## src/rtl/rfc_pkg.sv

```systemverilog
package rfc_pkg;
   typedef enum logic [2:0] {
      ST_IDLE    = 3'd0,
      ST_RUN     = 3'd1,
      ST_BLOCKED = 3'd2,
      ST_UNBLOCK = 3'd3,
      ST_SQUASH  = 3'd4
   } rfc_state_e;
endpackage

```

## src/rtl/rfc_credit.sv

```systemverilog
module rfc_credit #(
   parameter int W   = 4,
   parameter int FB  = 1,
   parameter int CRW = 6,
   localparam int SW = CRW + 2
) (
   input  logic [CRW-1:0]       free_cnt,
   output logic signed [SW-1:0] credit,
   output logic                 positive
);
   localparam int RESV = W * FB;

   always_comb begin
      credit   = $signed({2'b00, free_cnt}) - SW'(RESV);
      positive = credit > 0;
   end
endmodule

```

## src/rtl/rfc_skid.sv

```systemverilog
module rfc_skid #(
   parameter int DEPTH = 4,
   parameter int GW    = 32,
   localparam int AW   = (DEPTH > 1) ? $clog2(DEPTH) : 1,
   localparam int NW   = $clog2(DEPTH + 1)
) (
   input  logic          clk,
   input  logic          rst,
   input  logic          flush,
   input  logic          push,
   input  logic [GW-1:0] push_grp,
   input  logic          pop,
   output logic [GW-1:0] head,
   output logic          empty,
   output logic          full,
   output logic [NW-1:0] count
);
   logic [GW-1:0] mem [DEPTH];
   logic [AW-1:0] wr_ptr, rd_ptr;

   function automatic logic [AW-1:0] bump(input logic [AW-1:0] p);
      return (int'(p) == DEPTH - 1) ? '0 : p + AW'(1);
   endfunction

   assign empty = (count == '0);
   assign full  = (int'(count) == DEPTH);
   assign head  = mem[rd_ptr];

   always_ff @(posedge clk) begin
      if (rst || flush) begin
         wr_ptr <= '0;
         rd_ptr <= '0;
         count  <= '0;
      end else begin
         if (push) wr_ptr <= bump(wr_ptr);
         if (pop)  rd_ptr <= bump(rd_ptr);
         count <= count + NW'(push) - NW'(pop);
      end
   end

   always_ff @(posedge clk) begin
      if (push && !flush) mem[wr_ptr] <= push_grp;
   end

   a_r7_no_overflow: assert property (@(posedge clk) disable iff (rst)
      (push && !flush) |-> !full);
   a_r9_pop_nonempty: assert property (@(posedge clk) disable iff (rst)
      (pop && !flush) |-> !empty);
endmodule

```

## src/rtl/rfc_slot_walk.sv

```systemverilog
module rfc_slot_walk #(
   parameter int W   = 4,
   parameter int DW  = 2,
   parameter int IW  = 8,
   parameter int SW  = 8,
   parameter int PRW = 6,
   localparam int CW = $clog2(W + 1)
) (
   input  logic [CW-1:0]        grp_cnt,
   input  logic [W-1:0]         grp_sq,
   input  logic [W*DW-1:0]      grp_ndst,
   input  logic [W*IW-1:0]      grp_id,
   input  logic [CW-1:0]        start,
   input  logic signed [SW-1:0] limit,
   input  logic [PRW-1:0]       pregs,
   output logic [W*IW-1:0]      emit_id,
   output logic [CW-1:0]        emit_n,
   output logic [CW-1:0]        next_idx,
   output logic                 must_block
);
   always_comb begin : walk
      int avail, rem, pr, n, idx;
      logic stop, cap_hit;
      avail   = (grp_cnt > start) ? int'(grp_cnt) - int'(start) : 0;
      cap_hit = int'(limit) < avail;
      rem     = cap_hit ? int'(limit) : avail;
      pr      = int'(pregs);
      n       = 0;
      idx     = int'(start);
      stop    = 1'b0;
      emit_id = '0;
      for (int j = 0; j < W; j++) begin
         if (j >= int'(start) && j < int'(grp_cnt) && rem > 0 && !stop) begin
            if (grp_sq[j]) begin
               idx = j + 1;
               rem = rem - 1;
            end else if (pr < int'(grp_ndst[j*DW +: DW])) begin
               stop = 1'b1;
            end else begin
               emit_id[n*IW +: IW] = grp_id[j*IW +: IW];
               n   = n + 1;
               pr  = pr - int'(grp_ndst[j*DW +: DW]);
               idx = j + 1;
               rem = rem - 1;
            end
         end
      end
      emit_n     = CW'(n);
      next_idx   = CW'(idx);
      must_block = cap_hit || stop;
   end
endmodule

```

## src/rtl/rename_flow_ctrl.sv

```systemverilog
module rename_flow_ctrl
   import rfc_pkg::*;
#(
   parameter int W        = 4,
   parameter int DW       = 2,
   parameter int IW       = 8,
   parameter int CRW      = 6,
   parameter int PRW      = 6,
   parameter int FB_DELAY = 1,
   parameter int DEPTH    = 4,
   localparam int CW      = $clog2(W + 1)
) (
   input  logic              clk,
   input  logic              rst,
   input  logic [CW-1:0]     in_cnt,
   input  logic [W-1:0]      in_squashed,
   input  logic [W*DW-1:0]   in_ndst,
   input  logic [W*IW-1:0]   in_id,
   input  logic              ds_stall,
   input  logic              squash,
   input  logic              rob_squashing,
   input  logic [CRW-1:0]    free_rob,
   input  logic [CRW-1:0]    free_iq,
   input  logic [PRW-1:0]    free_pregs,
   output logic              stall_to_dec,
   output logic [W-1:0]      out_vld,
   output logic [CW-1:0]     out_cnt,
   output logic [W*IW-1:0]   out_id,
   output logic [2:0]        state_o
);
   localparam int SW  = CRW + 2;
   localparam int GW  = CW + W + W*DW + W*IW;
   localparam int NW  = $clog2(DEPTH + 1);
   localparam int O_SQ = CW;
   localparam int O_ND = CW + W;
   localparam int O_ID = CW + W + W*DW;

   if (W < 1 || DEPTH < 2 || FB_DELAY < 0 || DW < 1 || IW < 1) begin : g_bad_shape
      $error("rename_flow_ctrl: illegal shape parameters");
   end
   if (W * FB_DELAY >= (1 << CRW)) begin : g_bad_credit
      $error("rename_flow_ctrl: credit reservation does not fit CRW");
   end

   rfc_state_e      state_q, state_d;
   logic [CW-1:0]   idx_q, idx_d;
   logic            stall_q, stall_d;
   logic [CW-1:0]   out_cnt_q;
   logic [W*IW-1:0] out_id_q;

   logic signed [SW-1:0] rob_cr, iq_cr, min_cr;
   logic                 rob_ok, iq_ok;

   rfc_credit #(.W(W), .FB(FB_DELAY), .CRW(CRW)) u_rob_cr (
      .free_cnt(free_rob), .credit(rob_cr), .positive(rob_ok));
   rfc_credit #(.W(W), .FB(FB_DELAY), .CRW(CRW)) u_iq_cr (
      .free_cnt(free_iq), .credit(iq_cr), .positive(iq_ok));

   assign min_cr = (rob_cr < iq_cr) ? rob_cr : iq_cr;

   logic [GW-1:0] in_grp, skid_head, src_grp;
   logic          skid_push, skid_pop, skid_flush, skid_empty, skid_full;
   logic [NW-1:0] skid_count;

   assign in_grp = {in_id, in_ndst, in_squashed, in_cnt};

   rfc_skid #(.DEPTH(DEPTH), .GW(GW)) u_skid (
      .clk(clk), .rst(rst), .flush(skid_flush),
      .push(skid_push), .push_grp(in_grp), .pop(skid_pop),
      .head(skid_head), .empty(skid_empty), .full(skid_full),
      .count(skid_count));

   assign src_grp = (state_q == ST_UNBLOCK) ? skid_head : in_grp;

   logic [W*IW-1:0] w_id;
   logic [CW-1:0]   w_n, w_idx;
   logic            w_block;

   rfc_slot_walk #(.W(W), .DW(DW), .IW(IW), .SW(SW), .PRW(PRW)) u_walk (
      .grp_cnt(src_grp[CW-1:0]),
      .grp_sq(src_grp[O_SQ +: W]),
      .grp_ndst(src_grp[O_ND +: W*DW]),
      .grp_id(src_grp[O_ID +: W*IW]),
      .start(idx_q),
      .limit(min_cr),
      .pregs(free_pregs),
      .emit_id(w_id),
      .emit_n(w_n),
      .next_idx(w_idx),
      .must_block(w_block));

   logic has_in, emit, any_squash, work;

   always_comb begin
      has_in     = (in_cnt != '0);
      any_squash = squash || rob_squashing;
      work       = (state_q == ST_UNBLOCK) || has_in;
      state_d    = state_q;
      idx_d      = idx_q;
      stall_d    = 1'b0;
      skid_push  = 1'b0;
      skid_pop   = 1'b0;
      skid_flush = 1'b0;
      emit       = 1'b0;
      if (any_squash) begin
         skid_flush = 1'b1;
         idx_d      = '0;
         state_d    = ST_SQUASH;
      end else if (state_q == ST_BLOCKED) begin
         stall_d   = 1'b1;
         skid_push = has_in;
         if (!ds_stall && rob_ok && iq_ok && free_pregs != '0)
            state_d = (skid_empty && !has_in) ? ST_RUN : ST_UNBLOCK;
      end else if (ds_stall) begin
         state_d   = ST_BLOCKED;
         stall_d   = 1'b1;
         skid_push = has_in;
      end else if (!work) begin
         if (state_q == ST_SQUASH) state_d = ST_RUN;
      end else if (min_cr <= 0) begin
         state_d   = ST_BLOCKED;
         stall_d   = 1'b1;
         skid_push = has_in;
      end else begin
         emit = 1'b1;
         if (w_block) begin
            state_d   = ST_BLOCKED;
            stall_d   = 1'b1;
            skid_push = has_in;
            idx_d     = w_idx;
         end else begin
            idx_d = '0;
            if (state_q == ST_UNBLOCK) begin
               skid_pop  = 1'b1;
               skid_push = has_in;
               if (int'(skid_count) - 1 + int'(has_in) == 0) begin
                  state_d = ST_RUN;
               end else begin
                  state_d = ST_UNBLOCK;
                  stall_d = 1'b1;
               end
            end else begin
               state_d = ST_RUN;
            end
         end
      end
   end

   always_ff @(posedge clk) begin
      if (rst) begin
         state_q   <= ST_IDLE;
         idx_q     <= '0;
         stall_q   <= 1'b0;
         out_cnt_q <= '0;
         out_id_q  <= '0;
      end else begin
         state_q   <= state_d;
         idx_q     <= idx_d;
         stall_q   <= stall_d;
         out_cnt_q <= emit ? w_n : '0;
         out_id_q  <= emit ? w_id : '0;
      end
   end

   for (genvar k = 0; k < W; k++) begin : g_vld
      assign out_vld[k] = (int'(out_cnt_q) > k);
   end

   assign stall_to_dec = stall_q;
   assign out_cnt      = out_cnt_q;
   assign out_id       = out_id_q;
   assign state_o      = state_q;

   a_r10_squash_enter: assert property (@(posedge clk) disable iff (rst)
      (squash || rob_squashing) |=> (state_q == ST_SQUASH && !stall_q));
   a_r8_blocked_silent: assert property (@(posedge clk) disable iff (rst)
      (state_q == ST_BLOCKED && !squash && !rob_squashing) |=> (out_cnt_q == '0));
   a_r7_blocked_stalls: assert property (@(posedge clk) disable iff (rst)
      (state_q == ST_BLOCKED) |-> stall_q);
   a_r9_unblock_has_work: assert property (@(posedge clk) disable iff (rst)
      (state_q == ST_UNBLOCK) |-> !skid_empty);
   a_r2_count_bound: assert property (@(posedge clk) disable iff (rst)
      int'(out_cnt_q) <= W);
endmodule

```

## config.mk

```make
export PLATFORM = sky130hd
export DESIGN_NAME = rename_flow_ctrl
export DESIGN_NICKNAME = d
export VERILOG_FILES = /design/src/rtl/rfc_pkg.sv /design/src/rtl/rfc_credit.sv /design/src/rtl/rfc_skid.sv /design/src/rtl/rfc_slot_walk.sv /design/src/rtl/rename_flow_ctrl.sv
export SDC_FILE = /design/constraint.sdc
export NUM_CORES = 1
export LEC_CHECK = 0
export BUFFER_PORTS_ARGS = -buffer_cell sky130_fd_sc_hd__buf_2
export CAP_MARGIN = 0
export CORE_MARGIN = 5
export CORE_UTILIZATION = 55
export DETAILED_ROUTE_END_ITERATION = 10
export GPL_TIMING_DRIVEN = 1
export PLACE_DENSITY = 0.82
export SKIP_CTS_REPAIR_TIMING = 1
export SYNTH_ARGS = -nofsm -noshare
export SYNTH_HDL_FRONTEND = slang
export SYNTH_HIERARCHICAL = 1
export SYNTH_SLANG_ARGS = --single-unit
```

## constraint.sdc

```tcl
create_clock -name clk -period 19 [get_ports clk]
set_input_delay 3.8 -clock clk [delete_from_list [all_inputs] [get_ports clk]]
set_output_delay 3.8 -clock clk [all_outputs]
set_load 0.01 [all_outputs]
```

Yosys cells after proc, flatten, opt, wreduce, memory -nomap -nowiden
Memories as Yosys holds them, arrays and structs flattened. A register that Yosys moved wholly into a read port is not among the register bits.
Index checks and enable logic that the tools add are counted.
{ "totals": {"n_memories": 1, "input_bits": 70, "mem_bits_rw": 188, "reg_bits": 49, "elab_cells": 229} }
{ "memory_table": {"columns": ["name", "words", "word_bits", "read_ports", "rd_ports_with_merged_regs", "wr", "line_no", "text"], "rows": [
  ["u_skid.mem", 4, 47, 1, 1, 1, "rfc_skid.sv:18", "logic [GW-1:0] mem [DEPTH];"]
]} }
{ "classes": {"n_eq_ne": 7, "shift": 6, "reduce_logical": 37, "add_sub_neg": 21, "mux": 118, "n_bitwise": 4, "order_cmp": 26} }
{ "ops": {"columns": ["operator", "n"], "rows": [
  ["$mux 32", 29],
  ["$mux 29", 7],
  ["$gt 32x1->1 const B", 4],
  ["$neg 32->33", 3],
  ["$shift 8x33->32 const A", 3],
  ["$shiftx 8x33->32", 3],
  ["$bwmux 32", 3],
  ["$lt 32x3->1", 3],
  ["$sub 32x2->32 const B", 3],
  ["$mux 3", 25],
  ["$sub 32x3->32", 2],
  ["$add 29x2->29 const B", 2],
  ["$mux 47", 1],
  ["$mux 1", 43],
  ["$logic_not 32->1", 1],
  ["$lt 8x32->1", 1],
  ["$mux 8", 4],
  ["$logic_and 1x1->1", 16],
  ["$gt 7x1->1 const B", 2],
  ["$sub 6x3->7 const B", 2],
  ["$mux 2", 6],
  ["$le 8x1->1 const B", 1],
  ["$lt 7x7->1", 1],
  ["$sub 6x2->7", 1],
  ["other kinds (31)", 53]
]} }

Logic depth before layout (Yosys ltp)
Gate-level depths: netlist of the first run.
{ "logic_depth": {"word_depth": 32, "mapped_depth": 67, "ltp_nobuf": 58} }

Cells and area by module
The synthesis of the first run kept the hierarchy.
{ "by_module_without_submodules": {"columns": ["mod", "n_inst", "area_each_um2", "seq_area_each_um2", "cells_each"], "rows": [
  ["rfc_skid", 1, 7279.5, 5825.6, 293],
  ["rfc_slot_walk", 1, 6142.1, 0.0, 899],
  ["rename_flow_ctrl", 1, 2481.1, 840.8, 255],
  ["rfc_credit", 2, 108.9, 0.0, 15]
]} }

Least setup slack after synthesis of the first run
No wires, ideal clock.
{ "synth_path": {"path_type": "in2reg", "startpoint": "input free_iq[2]", "endpoint": "memory u_skid/mem[0][0] (netlist bit), enable pin", "cell_stages": 59, "arrival_ns": 17.590, "setup_slack_ns": 1.001, "setup_ns": 0.409, "cell_sequence": "inv_1 > ha_1 > nor3b_1 > buf_4 > inv_1 > ha_1 > clkbuf_2 > and4_1 > o21ai_1 > o211ai_1 > and2_1 > clkbuf_1 > mux2_2 > ha_1 > and4b_1 > clkbuf_1 > a21oi_2 > buf_6 > [23 not listed] > nand3b_1 > o21ai_2 > or2_1 > buf_2 > nand2_1 > o21ai_0 > ha_1 > nor3_1 > o221ai_1 > nor4_2 > nand4_4 > a21o_1 > o211ai_1 > inv_1 > and3_1 > a211oi_1 > nor2b_1 > and2_1"} }
{ "synth_via": {"elab_chain_cells": 31, "elab_cells_between_ends": 64, "classes_between": "add/sub (6); order compare (10); mux (36); reduce/logical (12)"} }
{ "synth_rtl": {"columns": ["element", "line_no", "text"], "rows": [
  ["from (decl)", "rename_flow_ctrl.sv:23", "input logic [CRW-1:0] free_iq,"],
  ["$sub 6x3->7 (*)", "rfc_credit.sv:14", "credit = $signed({2'b00, free_cnt}) - SW'(RESV);"],
  ["net iq_cr[6]", "rename_flow_ctrl.sv:51", "logic signed [SW-1:0] rob_cr, iq_cr, min_cr;"],
  ["$lt 7x7->1", "rename_flow_ctrl.sv:59", "assign min_cr = (rob_cr < iq_cr) ? rob_cr : iq_cr;"],
  ["$mux 8 (*)", "rename_flow_ctrl.sv:59", null],
  ["net min_cr[6]", "rename_flow_ctrl.sv:51", null],
  ["$lt 8x32->1", "rfc_slot_walk.sv:25", "cap_hit = int'(limit) < avail;"],
  ["$mux 32", "rfc_slot_walk.sv:26", "rem = cap_hit ? int'(limit) : avail;"],
  ["$sub 32x2->32", "rfc_slot_walk.sv:36, rfc_slot_walk.sv:44", null],
  ["[16 not listed]", null, null],
  ["net w_block", "rename_flow_ctrl.sv:77", "logic w_block;"],
  ["[2 not listed]", null, null],
  ["$mux 1 (*)", "rename_flow_ctrl.sv:118", "end else if (!work) begin"],
  ["$mux 1 (*)", "rename_flow_ctrl.sv:114", "end else if (ds_stall) begin"],
  ["$mux 1 (*)", "rename_flow_ctrl.sv:109", "end else if (state_q == ST_BLOCKED) begin"],
  ["$mux 1 (*)", "rename_flow_ctrl.sv:105", "if (any_squash) begin"],
  ["net skid_push", "rename_flow_ctrl.sv:62", "logic skid_push, skid_pop, skid_flush, skid_empty, skid_full;"],
  ["$logic_and 1x1->1 (*)", "rfc_skid.sv:42", "if (push && !flush) mem[wr_ptr] <= push_grp;"],
  ["$mux 1 (*)", "rfc_skid.sv:42", null],
  ["$mux 1 (not written as such) (*)", "rfc_skid.sv:42", null],
  ["to (decl)", "rfc_skid.sv:18", null]
]} }
The timed path passes the listed nets; every way through them passes the cells marked *.

Worst setup path after layout of the first run
{ "layout_path": {"startpoint": "input free_iq[2]", "endpoint": "memory u_skid/mem[2][5] (netlist bit), enable pin"} }
{ "layout_via": {"elab_chain_cells": 31, "elab_cells_between_ends": 64, "classes_between": "add/sub (6); order compare (10); mux (36); reduce/logical (12)"} }
{ "layout_rtl": {"columns": ["element", "line_no"], "rows": [
  ["$sub 6x3->7 (*)", "rfc_credit.sv:14"],
  ["net iq_cr[2]", "rename_flow_ctrl.sv:51"],
  ["$lt 7x7->1 (*)", "rename_flow_ctrl.sv:59"],
  ["$mux 8 (*)", "rename_flow_ctrl.sv:59"],
  ["net min_cr[3]", "rename_flow_ctrl.sv:51"],
  ["$lt 8x32->1", "rfc_slot_walk.sv:25"],
  ["$mux 32", "rfc_slot_walk.sv:26"],
  ["$sub 32x2->32", "rfc_slot_walk.sv:36, rfc_slot_walk.sv:44"],
  ["[16 not listed]", null],
  ["net w_block", "rename_flow_ctrl.sv:77"],
  ["[2 not listed]", null],
  ["$mux 1 (*)", "rename_flow_ctrl.sv:118"],
  ["$mux 1 (*)", "rename_flow_ctrl.sv:114"],
  ["$mux 1 (*)", "rename_flow_ctrl.sv:109"],
  ["$mux 1 (*)", "rename_flow_ctrl.sv:105"],
  ["net skid_push", "rename_flow_ctrl.sv:62"],
  ["$logic_and 1x1->1 (*)", "rfc_skid.sv:42"],
  ["$mux 1 (*)", "rfc_skid.sv:42"],
  ["$mux 1 (not written as such) (*)", "rfc_skid.sv:42"]
]} }
Marks and branches as above.

==> results of run 1 <==
## critical path, delay by kind of cell
family / cells / cell delay, ps
simple gates: 21 / 6240
compound gates: 15 / 4070
fa+ha+maj: 7 / 2200
buf+inv: 6 / 1000
mux: 2 / 930
## cell usage in the layout (no fill, tap or decap), types with 9 or more instances in the layout
cell type / instances
a21o_1: 13
a21oi_1: 67
a31oi_1: 16
and3_1: 53
buf_2: 112
buf_4: 14
clkbuf_16: 25
dfxtp_1: 49
edfxtp_1: 188
ha_1: 70
inv_1: 64
mux2_1: 10
mux2_2: 55
mux2i_1: 16
mux4_2: 47
nand2_1: 126
nand2b_1: 14
nand3_1: 51
nand3b_1: 11
nand4_1: 12
nor2_1: 89
nor2b_1: 11
nor3_1: 41
nor4_1: 17
o211ai_1: 15
o21a_1: 9
o21ai_0: 53
o21ai_1: 14
or2_2: 16
or3_1: 17
xnor2_1: 17
xor2_1: 11
## power breakdown
part	internal [uW]	switching (uW)	total, uW
Sequential	567	2.09	569
Combinational	187	355	542
Clock	302	200	502
## sequential cells by signal, summed over array words and instances (netlist names), 2 cells and up, named ones only
name / count
idx_q: 3
state_o: 3
u_skid/mem: 188
u_skid/rd_ptr: 2
out_id: 32
u_skid/wr_ptr: 2
out_cnt: 3
u_skid/count: 3
## final timing paths
path	cells after the start	slack, ps	start	to
max reg2reg	49	3230	flop	u_skid/mem[2][5]$_DFFE_PP_
max	51	900	free_iq[2]	u_skid/mem[2][5]$_DFFE_PP_
min	2	530	u_skid/rd_ptr[0]$_SDFFE_PP0P_	flop
min reg2reg	2	530	u_skid/rd_ptr[0]$_SDFFE_PP0P_	flop
## through the flow
step           setup slack (ps)  hold WS (ps)  std cells
2_1_floorplan              1000           477       1476
3_3_place_gp               1330           483       1918
3_5_place_dp                580           509       1918
4_1_cts                    1050           522       1964
5_1_grt                    6.77           554       1968
6_report                    902           530       1968
## routing by layer
layer / share of wire, % / global-route usage, % / wire [um] / up-vias
met2: 48 / 45.5 / 22200 / 886
met1: 37 / 33.8 / 17400 / 6309
met4: 5.7 / 13.2 / 2660 / 10
li1: - / - / - / 5854
met3: 8.7 / 4.52 / 4060 / 194
met5: 0.15 / 0 / 69 / -
## layout make-up
type                            instances  area (um^2)  share of cell area [%]
Clock inverter                         10          154                   0.865
Clock buffer                           36          707                    3.97
Timing Repair Buffer                  130          746                    4.19
Multi-Input combinational cell       1099         8780                    49.3
Antenna cell                            4         10.0                  0.0562
Inverter                               66          248                    1.39
Sequential cell                       239         6670                    37.5
Tap cell                              384          480                    2.70
==> run summary, run 1 <==
Post-DP Area = 16900 um^2
Setup crit end kind = flop
Initial antenna violation count = 9
Clk Latency, worst-skew pair = 540 ps
Finished Core Util = 61.8%
Crit path max fanout = 42
Worst path slowest cell = or4b_4
Via count = 13300
WL final = 46.4 mm
Placer Congestion = 0.968
Crit Path Class = input pin to flop
Global-route wire length before repair = 72.0 mm
Pin count of the biggest net entering global routing = 51
Pre-antenna DRT Iters = 8
Number of global-route vias before repair = 13000
CTS tree = built
Core Area = 28800 um^2
Max Cap Viol = 0
Total Nets Final = 1707
Clk slew on worst S/H paths = 60 ps
Synth-to-Final Area Change = 10.5%
Design area = 17800 um^2
Worst Path Required = 19200 ps
Status = completed
Clock sink count = 239
Residual DRC = 0
PortBufs = 112
Initial Util = 56.0%
CTS max path bufs = 3
Post-Synthesis Cells = 1476
Synthesized Nets = 1622
CP peak stage delay = 530 ps
Post-route ant nets = 0
IO Pins = 113
Fin crit share = 95.3%
Grt total ovfl = 0
Detailed placement HPWL = 31.9 mm
Global-route usage over all layers = 27.0%
Clock root buffer = clkbuf_16
CP Launch Type = input pin
RSZ-0062 raised after global routing = no
CTS buffer count = 25
Num rows = 62
Overall power = 1610 uW
Die W = 181 um
Hold Path Class = flop to flop
Vias per inst = 6.73
Cell Area, Synth = 16100 um^2
Synth Area per Inst = 10.9 um^2
Worst rel slew slack = 23.7%
Worst vdd ir = 64.0 uV
Worst-Margin Slew = 1130 ps
PwrDens = 90.6 nW/um^2
Final setup TNS = 0 ps
Ys Warns = 6
Fin. max-slew vios = 0
Die height = 181 um
F_max = 55.3 MHz
Share of cells above drive strength 1 = 23.6%
Routed WL per cell = 23.6 um
Endpoints failing hold = 0
Fillers = 2180
Iter 0 DRT Violations = 1789
Final setup fails = 0
Most frequent CP cell = ha_1
Pleak = 0.00651 uW
Final setup skew = 31.5 ps
Minimum clock period = 18100 ps
H-tree depth = 1
Die area = 32800 um^2
Critical path arrival = 18300 ps
(Power assumes the default switching activity.)
==> run 2, diff against run 1 <==
Settings changed: CORE_ASPECT_RATIO from default to 1.25.
==> run summary, run 2 (synthesis results as in run 1) <==
Status = completed (unchanged)
Most frequent cells in the layout = 188 x edfxtp_1, 126 x nand2_1, 112 x buf_2 (unchanged)
Design area = 17700 um^2 (was 17800 um^2)
Residual DRC = 0 (unchanged)
Global-route usage over all layers = 27.2% (was 27.0%)
Post-route ant nets = 0 (unchanged)
Global-route wire length before repair = 71.4 mm (was 72.0 mm)
CP peak stage delay = 540 ps (was 530 ps)
Sw Ratio = 35.2% (was 34.5%)
RSZ-0062 raised after global routing = no (unchanged)
Die W = 163 um (was 181 um)
WL final = 46.2 mm (was 46.4 mm)
Number of global-route vias before repair = 12800 (was 13000)
Worst Path Required = 19170 ps (was 19200 ps)
Sequential Power Share = 36.2% (was 35.3%)
Met2 wire len = 23.1 mm (was 22.2 mm)
Initial antenna violation count = 7 (was 9)
Initial Util = 55.4% (was 56.0%)
Top routing layer in use = met5 (unchanged)
Die height = 201 um (was 181 um)
Synth-to-Final Area Change = 9.88% (was 10.5%)
PnR worst setup slack = 1190 ps (was 902 ps)
PwrDens = 88.8 nW/um^2 (was 90.6 nW/um^2)
Post-DP Area = 16900 um^2 (about the same)
Worst path slowest cell = or4b_4 (unchanged)
Via count = 13000 (was 13300)
Minimum clock period = 17810 ps (was 18100 ps)
Die area = 32800 um^2 (about the same)
Worst rel slew slack = 28.6% (was 23.7%)
Core Area = 29100 um^2 (was 28800 um^2)
Fin crit share = 93.8% (was 95.3%)
Num rows = 70 (was 62)
Met3 wire length = 3.44 mm (was 4.06 mm)
Iter 0 DRT Violations = 1558 (was 1789)
F_max = 56.1 MHz (was 55.3 MHz)
Worst R2R Setup Slack = 3460 ps (was 3230 ps)
Comb pwr share = 34.6% (was 33.6%)
CTS tree = built (unchanged)
Pre-antenna DRT Iters = 5 (was 8)
Grt total ovfl = 0 (unchanged)
Vias per inst = 6.57 (was 6.73)
Post-Route M1 WL = 17.3 mm (was 17.4 mm)
Final setup TNS = 0 ps (unchanged)
Total Nets Final = 1705 (was 1707)
CTS max path bufs = 3 (unchanged)
CP bufs+invs = 7 (was 6)
Pin count of the biggest net entering global routing = 48 (was 51)
Max Cap Viol = 0 (unchanged)
PortBufs = 112 (unchanged)
Footprint of the multi-input gates = 8810 um^2 (was 8780 um^2)
Pint = 1020 uW (was 1060 uW)
Routed WL per cell = 23.4 um (was 23.6 um)
Clk slew on worst S/H paths = 60 ps (about the same)
Clock root buffer = clkbuf_16 (unchanged)
H-tree depth = 1 (unchanged)
Crit Path Class = input pin to flop (unchanged)
Setup slack at placement = 349 ps (was 580 ps)
Worst vdd ir = 70.0 uV (was 64.0 uV)
Crit path max fanout = 40 (was 42)
Final setup fails = 0 (unchanged)
Clk Latency, worst-skew pair = 540 ps (about the same)
Reg area = 6670 um^2 (unchanged)
Critical path arrival = 17990 ps (was 18300 ps)
Clk pwr share = 29.3% (was 31.1%)
Fillers = 2323 (was 2180)
Final setup skew = 15.9 ps (was 31.5 ps)
CP Launch Type = input pin (unchanged)
CTS buffer count = 23 (was 25)
Hold Path Class = flop to flop (unchanged)
Pleak = 0.00646 uW (was 0.00651 uW)
Worst-Margin Slew = 1060 ps (was 1130 ps)
Most flop-heavy register = u_skid/mem (unchanged)
Fin. max-slew vios = 0 (unchanged)
Most frequent CP cell = ha_1 (unchanged)
Placer Congestion = 0.961 (was 0.968)
Endpoints failing hold = 0 (unchanged)
Most common cell after layout, fill and taps aside = edfxtp_1 (unchanged)
Switch Pwr = 553 uW (was 557 uW)
Clock sink count = 239 (unchanged)
Share of cells above drive strength 1 = 23.4% (was 23.6%)
IO Pins = 113 (unchanged)
Setup crit end kind = flop (unchanged)
Detailed placement HPWL = 32.5 mm (was 31.9 mm)
Max reg flops = 188 (unchanged)
Top delay family on crit path = simple AND/OR/NAND/NOR gates (unchanged)
[run 2: changes by cell type in the layout (fill, tap and decap cells not counted), sizes merged]
cell      delta
clkbuf       -3
bufinv       -1
diode        +1
clkinv       +3
clkinvlp     -2
inv          -1
[run 2: path summary, 6_finish.rpt]
kind         cells past startpoint                          start                          end
min                              2  u_skid/rd_ptr[0]$_SDFFE_PP0P_                         flop
min reg2reg                      2  u_skid/rd_ptr[0]$_SDFFE_PP0P_                         flop
max reg2reg                     50                           flop  u_skid/mem[2][29]$_DFFE_PP_
max                             52                     free_iq[2]  u_skid/mem[2][29]$_DFFE_PP_
[run 2: power groups by stage]
stage	sequential (uW)	clock, uW	combinational (uW)
6_report	568	460	543
5_1_grt	568	491	587
4_1_cts	569	465	527
3_5_place_dp	580	0	523
3_3_place_gp	579	0	518
2_1_floorplan	580	0	400
[run 2: stage by stage]
step                      power [uW]  util (%)  instances  hold WS [ps]
after floorplan                  981         -       1476           477
after global placement          1100      58.1       1930           480
after detailed placement        1100      58.1       1930           495
after CTS                       1560      60.7       1972           507
after global routing            1650      60.9       1976           568
final                           1570      60.9       1977           515
[run 2: tightest hold or removal path: cells and delay by family (launching register included)]
| family | cells | cell delay [ps] |
|---|---|---|
| compound gates | 1 | 70 |
| simple gates | 1 | 70 |
| flops | 1 | 330 |
[run 2: layout make-up]
class,count,share of cell area (%)
inverters,66,1.40
well taps,396,2.80
multi-input cells,1099,49.8
repair buffers,130,4.01
clock inverters,9,0.650
diodes,5,0.0707
clock buffers,33,3.63
flip-flops and latches,239,37.7
[run 2: per-layer routing]
| layer | vias up | GRT usage [%] |
|---|---|---|
| li1 | 5856 | - |
| met1 | 6267 | 33.5 |
| met2 | 718 | 47.0 |
| met3 | 148 | 3.93 |
| met4 | 4 | 12.6 |
| met5 | - | 0 |
